==> src/rtl/pc_vector_unit.sv <==
module pc_vector_unit #(
  parameter int unsigned  AW          = 32,
  parameter logic [31:0]  RESET_ADDR  = 32'h0000_1000,
  parameter logic [31:0]  VECTOR_ADDR = 32'h8000_0180,
  parameter int unsigned  INSN_BYTES  = 4
) (
  input  logic          clk,
  input  logic          rst_n,
  input  logic          step,
  input  logic          do_jal,
  input  logic          do_jr,
  input  logic          do_eret,
  input  logic [AW-1:0] jump_tgt,
  input  logic [AW-1:0] reg_val,
  input  logic          irq,
  input  logic          irq_en,
  output logic [AW-1:0] pc,
  output logic [AW-1:0] link_addr,
  output logic [AW-1:0] epc,
  output logic          in_handler,
  output logic          irq_ack
);
  localparam logic [AW-1:0] STRIDE = AW'(INSN_BYTES);
  localparam logic [AW-1:0] RST_PC = RESET_ADDR[AW-1:0];
  localparam logic [AW-1:0] VEC_PC = VECTOR_ADDR[AW-1:0];

  logic [AW-1:0] pc_q, epc_q, pc_d, seq_pc;
  logic          exl_q, ack_q, take;

  assign seq_pc    = pc_q + STRIDE;
  assign take      = step & irq & irq_en & ~exl_q;
  assign link_addr = seq_pc;

  always_comb begin
    if (take)         pc_d = VEC_PC;
    else if (do_eret) pc_d = epc_q;
    else if (do_jal)  pc_d = jump_tgt;
    else if (do_jr)   pc_d = reg_val;
    else              pc_d = seq_pc;
  end

  always_ff @(posedge clk) begin
    if (!rst_n) begin
      pc_q  <= RST_PC;
      epc_q <= '0;
      exl_q <= 1'b0;
      ack_q <= 1'b0;
    end else begin
      ack_q <= take;
      if (step) begin
        pc_q <= pc_d;
        if (take) begin
          epc_q <= pc_q;
          exl_q <= 1'b1;
        end else if (do_eret) begin
          exl_q <= 1'b0;
        end
      end
    end
  end

  assign pc         = pc_q;
  assign epc        = epc_q;
  assign in_handler = exl_q;
  assign irq_ack    = ack_q;


  irq_entry_chk: assert property (@(posedge clk) disable iff (!rst_n)
    (step && irq && irq_en && !in_handler) |=> (pc == VEC_PC && epc == $past(pc) && in_handler && irq_ack));


  irq_masked_chk: assert property (@(posedge clk) disable iff (!rst_n)
    (step && in_handler && !do_eret && !do_jal && !do_jr) |=> (pc == $past(pc) + STRIDE && !irq_ack));


  ack_single_chk: assert property (@(posedge clk) disable iff (!rst_n)
    irq_ack |=> !irq_ack);


  eret_restore_chk: assert property (@(posedge clk) disable iff (!rst_n)
    (step && do_eret && !(irq && irq_en && !in_handler)) |=> (pc == $past(epc) && !in_handler));


  hold_chk: assert property (@(posedge clk) disable iff (!rst_n)
    !step |=> ($stable(pc) && $stable(epc) && $stable(in_handler)));


  link_chk: assert property (@(posedge clk) disable iff (!rst_n)
    link_addr == pc + STRIDE);
endmodule

==> config.mk <==
export PLATFORM = sky130hd
export DESIGN_NAME = pc_vector_unit
export DESIGN_NICKNAME = d
export VERILOG_FILES = /design/src/rtl/pc_vector_unit.sv
export SDC_FILE = /design/constraint.sdc
export NUM_CORES = 1
export LEC_CHECK = 0
export BUFFER_PORTS_ARGS = -buffer_cell sky130_fd_sc_hd__buf_2
export CAP_MARGIN = 0
export CORE_MARGIN = 2
export CORE_UTILIZATION = 49
export DETAILED_ROUTE_END_ITERATION = 8
export PLACE_DENSITY = 0.9
export SLEW_MARGIN = 20
export SYNTH_ARGS = -nofsm -noshare
export SYNTH_HDL_FRONTEND = slang
export SYNTH_SLANG_ARGS = --single-unit
==> constraint.sdc <==
create_clock -name clk -period 6.25 [get_ports clk]
set_input_delay 1.25 -clock clk [delete_from_list [all_inputs] [get_ports clk]]
set_output_delay 1.25 -clock clk [all_outputs]
set_load 0.005 [all_outputs]
# [Word level (Yosys, flattened, before mapping)]
# Index checks and enable logic that the tools add are counted.
# Widths: inputs -> output; s select.
[word_totals] word_cells=18 reg_bits=66 output_inout_bits=98
[op_classes] bitwise_logic=4 reduce_logical=3 mux=6 addsub=1
[ops] op="$mux 32" n=4
[ops] op="$add 32x3->32 const B" n=1
[ops] op="$reduce_and 2->1" n=2
[ops] op="$and 1x1->1" n=3
[ops] op="$mux 1" n=2
[ops] op="$reduce_bool 2->1" n=1
[ops] op="$not 1->1" n=1

# [Longest topological paths before layout]
[depth] ltp_word=5 mapped_depth=7 depth_no_buf=6

# [Worst setup path after synthesis]
# OpenSTA, ideal clock, no wires.
[synth_timing] path_kind="register -> output" start="reg pc_q[2], in the netlist pc[2]" end="out link_addr[16]" path_stages_with_launch=7 t_arrival_ns=1.842 t_required_ns=5.000 slack_ns=3.158 cell_sequence="dfxtp_1 > ha_1 > nand3_1 > or4_1 > clkbuf_1 > or2_2 > xnor2_1"
[synth_via] elab_chain_len=1
[synth_rtl] item="start: declaration" line="27" source="logic [AW-1:0] pc_q, epc_q, pc_d, seq_pc;"
[synth_rtl] item="start signal: assignment" line="51" source="pc_q <= pc_d;"
[synth_rtl] item="$add 32x3->32" line="30" source="assign seq_pc = pc_q + STRIDE;"
[synth_rtl] item="end: declaration" line="18" source="output logic [AW-1:0] link_addr,"
# Every way passes these cells.

# [Worst setup path in the final report]
[layout_timing] start="reg pc_q[2], in the netlist pc[2]" end="out link_addr[28]"
# The elaborated chain is that of the path after synthesis.

==> metrics <==
Hold Path Cell Cnt=2; logic gate share of total power=15.7%; nets@finish=727; die width=93.8 µm; M1 GR Usage=39.4%; layout cells sized above 1=31.4%; register area share after synthesis=33.5%; final worst-path cycle share=64.0%; CP endpoint kind=output pin; met3 Use GR=5.70%; Clk pin slew, worst setup/hold paths=0.07 ns; GPL Wtd Cong=0.915; Net Sw Power=0.293 mW; grt met2 use=53.5%; DIE HEIGHT=93.8 µm; CTS H-tree depth=3; I/O pin count=170; number of flops mapped to enable cells by yosys=0; clk_lat worst skew=0.35 ns; hold worst-path end=epc[27]$_SDFFE_PN0P_; Syn Nets=586; instance count of the mapped netlist=513; Setup crit start kind=flip-flop; first-pass GRT wire length=22100 µm; worst min-delay path startpoint=epc[27]$_SDFFE_PN0P_; max incr delay on CP=0.75 ns; WHS=0.468 ns; Sequential Power Share=44.7%; Final Hold Vio Count=0; CTS tree=built; clock sinks=66; RSZ-0062 raised after global routing=no; CP Cell Sequence=ha_1 -> nand3_1 -> nor4_1 -> nand4_1 -> xnor2_1 -> buf_2; Worst-Margin Slew=1.06 ns; Crit Path Category=flip-flop to output pin; Diodes inserted=0; Clock Path Buffers=2; Clock Skew=0.00921 ns; Max stage delay cell, worst path=nor4_1; Main synth FF type=dfxtp_1; via count of the routed design=4756; Net Sw Frac=28.5%; reported leakage power=2.17 nW; Internal=0.734 mW; gr usage total=31.9%; max-cap violations=0; R2R cell count=6; Clock power frac=39.6%; initial antenna violation count=0; core area=0.00777 mm²; total negative slack=0 ns; hold crit path type=flip-flop to flip-flop; worst path arrival time=2.75 ns; synth top area cells=dfxtp_1, nand2_1, a21oi_1, o21ai_0, xnor2_1; Starting Density=50.8%; fin cells=761; Yosys cell types=60; most frequent cells in the layout=buf_2, nand2_1, dfxtp_1; mapped cell area=0.00395 mm²; Iteration-0 DRC Markers=420; Post-CTS Hold Fix Bufs=0; Yosys Warn Count=0; status=completed; Clk Tree Root Cell=clkbuf_8; most used routing layer=met2; peak supply drop=0.140 mV; pwr dens=207 mW/mm²; WL/cell=18.8 µm; P&R area growth vs syn=25.6%; Async SR Flop Fraction=0%; relative slew slack=29.0%; overflow left after global routing=0; CP delay by family, top=simple AND/OR/NAND/NOR gates; Worst R2R Setup Slack=3.75 ns; CTS resizes=0; clock buffer count from CTS=9; highest clock rate=250 MHz; Port Buffers=169; placed insts=745; worst r2r dst=pc[28]$_SDFFE_PN0P_; row cnt=32; routed wire length=14300 µm; HPWL Detailed=9850 µm; syn avg cell area=7.70 µm²; die area=0.00879 mm²; DR vias/cell=6.25; Crit path buffers/inverters=1; Synth Register Bits=66; post-synth top area share=33.5%; Initial DRT Pass Iterations=7; # DRC=0; Slew Viols, Final=0; reg2reg start=pc[2]$_SDFFE_PN0P_; CP Max Fanout=8; vias in the first global route=4410; Final ANT Viol Nets=0; Worst EP required=5.00 ns; most common cell after layout, fill and taps aside=buf_2; Post-CTS Setup Inserts=0; pin count of the biggest net entering global routing=54; area leader, netlist=dfxtp_1; Setup-failing EPs final=0; Tmin final=4.00 ns
-- cells by family (layout without fill, tap and decap cells) --
| family | count (synthesis) | after routing | synth area share (%) |
|---|---|---|---|
| simple gates | 194 | 194 | 24.5 |
| compound gates | 160 | 160 | 27.3 |
| flops | 66 | 66 | 33.5 |
| buf+inv | 62 | 208 | 7.42 |
| xor+xnor | 26 | 26 | 5.96 |
| mux | 4 | 4 | 1.01 |
| fa+ha+maj | 1 | 1 | 0.317 |
-- flip-flops by register name (all words and copies together), names as in the netlist --
register,count
pc,32
in_handler,1
epc,32
irq_ack,1
-- worst reg2reg max path, cell delays in order, from the launching register on --
cell     delay [ns]
dfxtp_1        0.49
ha_1           0.25
nand3_1        0.25
nor4_1         0.75
nand4_1        0.21
xnor2_1        0.20
a32o_1         0.24
-- layout make-up --
type | count | area [µm²]
Fill cell | 687 | 2810
Multi-Input combinational cell | 385 | 2340
Sequential cell | 66 | 1320
Timing Repair Buffer | 175 | 891
Clock buffer | 10 | 138
Tap cell | 102 | 128
Clock inverter | 6 | 80.1
Inverter | 17 | 63.8
-- worst max-delay path by stage --
stage / start / endpoint / slack [ns] / cells past startpoint
6_report: pc[2]$_SDFFE_PN0P_ / link_addr[28] / 2.25 / 6
3_5_place_dp: step / pc[1]$_SDFFE_PN0P_ / 2.69 / 7
5_1_grt: pc[2]$_SDFFE_PN0P_ / link_addr[22] / 2.12 / 6
2_1_floorplan: pc[2]$_SDFFE_PN0P_ / link_addr[16] / 3.16 / 6
3_3_place_gp: pc[2]$_SDFFE_PN0P_ / link_addr[24] / 2.77 / 6
4_1_cts: pc[2]$_SDFFE_PN0P_ / link_addr[24] / 2.33 / 6
-- cell usage after synthesis (all sizes together) (2+ instances only) --
cell,n
o31ai,4
a32o,7
a21oi,47
o21a,2
o211ai,6
a221oi,11
buf,15
dlygate4sd1,2
o221ai,4
o21bai,2
or4,4
inv,17
a31oi,7
nor3,8
o21ai,30
nor2,21
a2111oi,3
a221o,4
a32oi,5
mux2i,4
nor2b,2
clkbuf,27
or2,4
dfxtp,66
xnor2,14
and4,4
o22ai,4
nand4,11
nand3,22
nand2,93
a21o,2
a211oi,2
nand2b,12
nor4,9
a22o,2
xor2,12
a22oi,3
o2bb2ai,11
-- per-layer routing --
layer,up-vias,routed length [µm]
li1,2145,-
met1,2257,5440
met2,320,7100
met3,34,1440
met4,0,335
met5,-,0
-- power by group through the flow --
| stage | Sequential [mW] | Clock [mW] | Combinational (mW) |
|---|---|---|---|
| 6_report | 0.459 | 0.407 | 0.161 |
| 5_1_grt | 0.461 | 0.423 | 0.174 |
| 4_1_cts | 0.458 | 0.406 | 0.158 |
| 3_5_place_dp | 0.467 | 0 | 0.157 |
| 3_3_place_gp | 0.466 | 0 | 0.153 |
| 2_1_floorplan | 0.459 | 0 | 0.0917 |
-- per-stage QoR --
stage / utilization, % / worst slack (ns) / power [mW] / area [µm²]
floorplan: - / 3.16 / 0.551 / 3950
global placement: 61.0 / 2.77 / 0.619 / 4740
detailed placement: 61.0 / 2.69 / 0.624 / 4740
CTS: 63.8 / 2.33 / 1.02 / 4960
global route: 63.8 / 2.12 / 1.06 / 4960
finish: 63.8 / 2.25 / 1.03 / 4960
(Power assumes the default switching activity.)
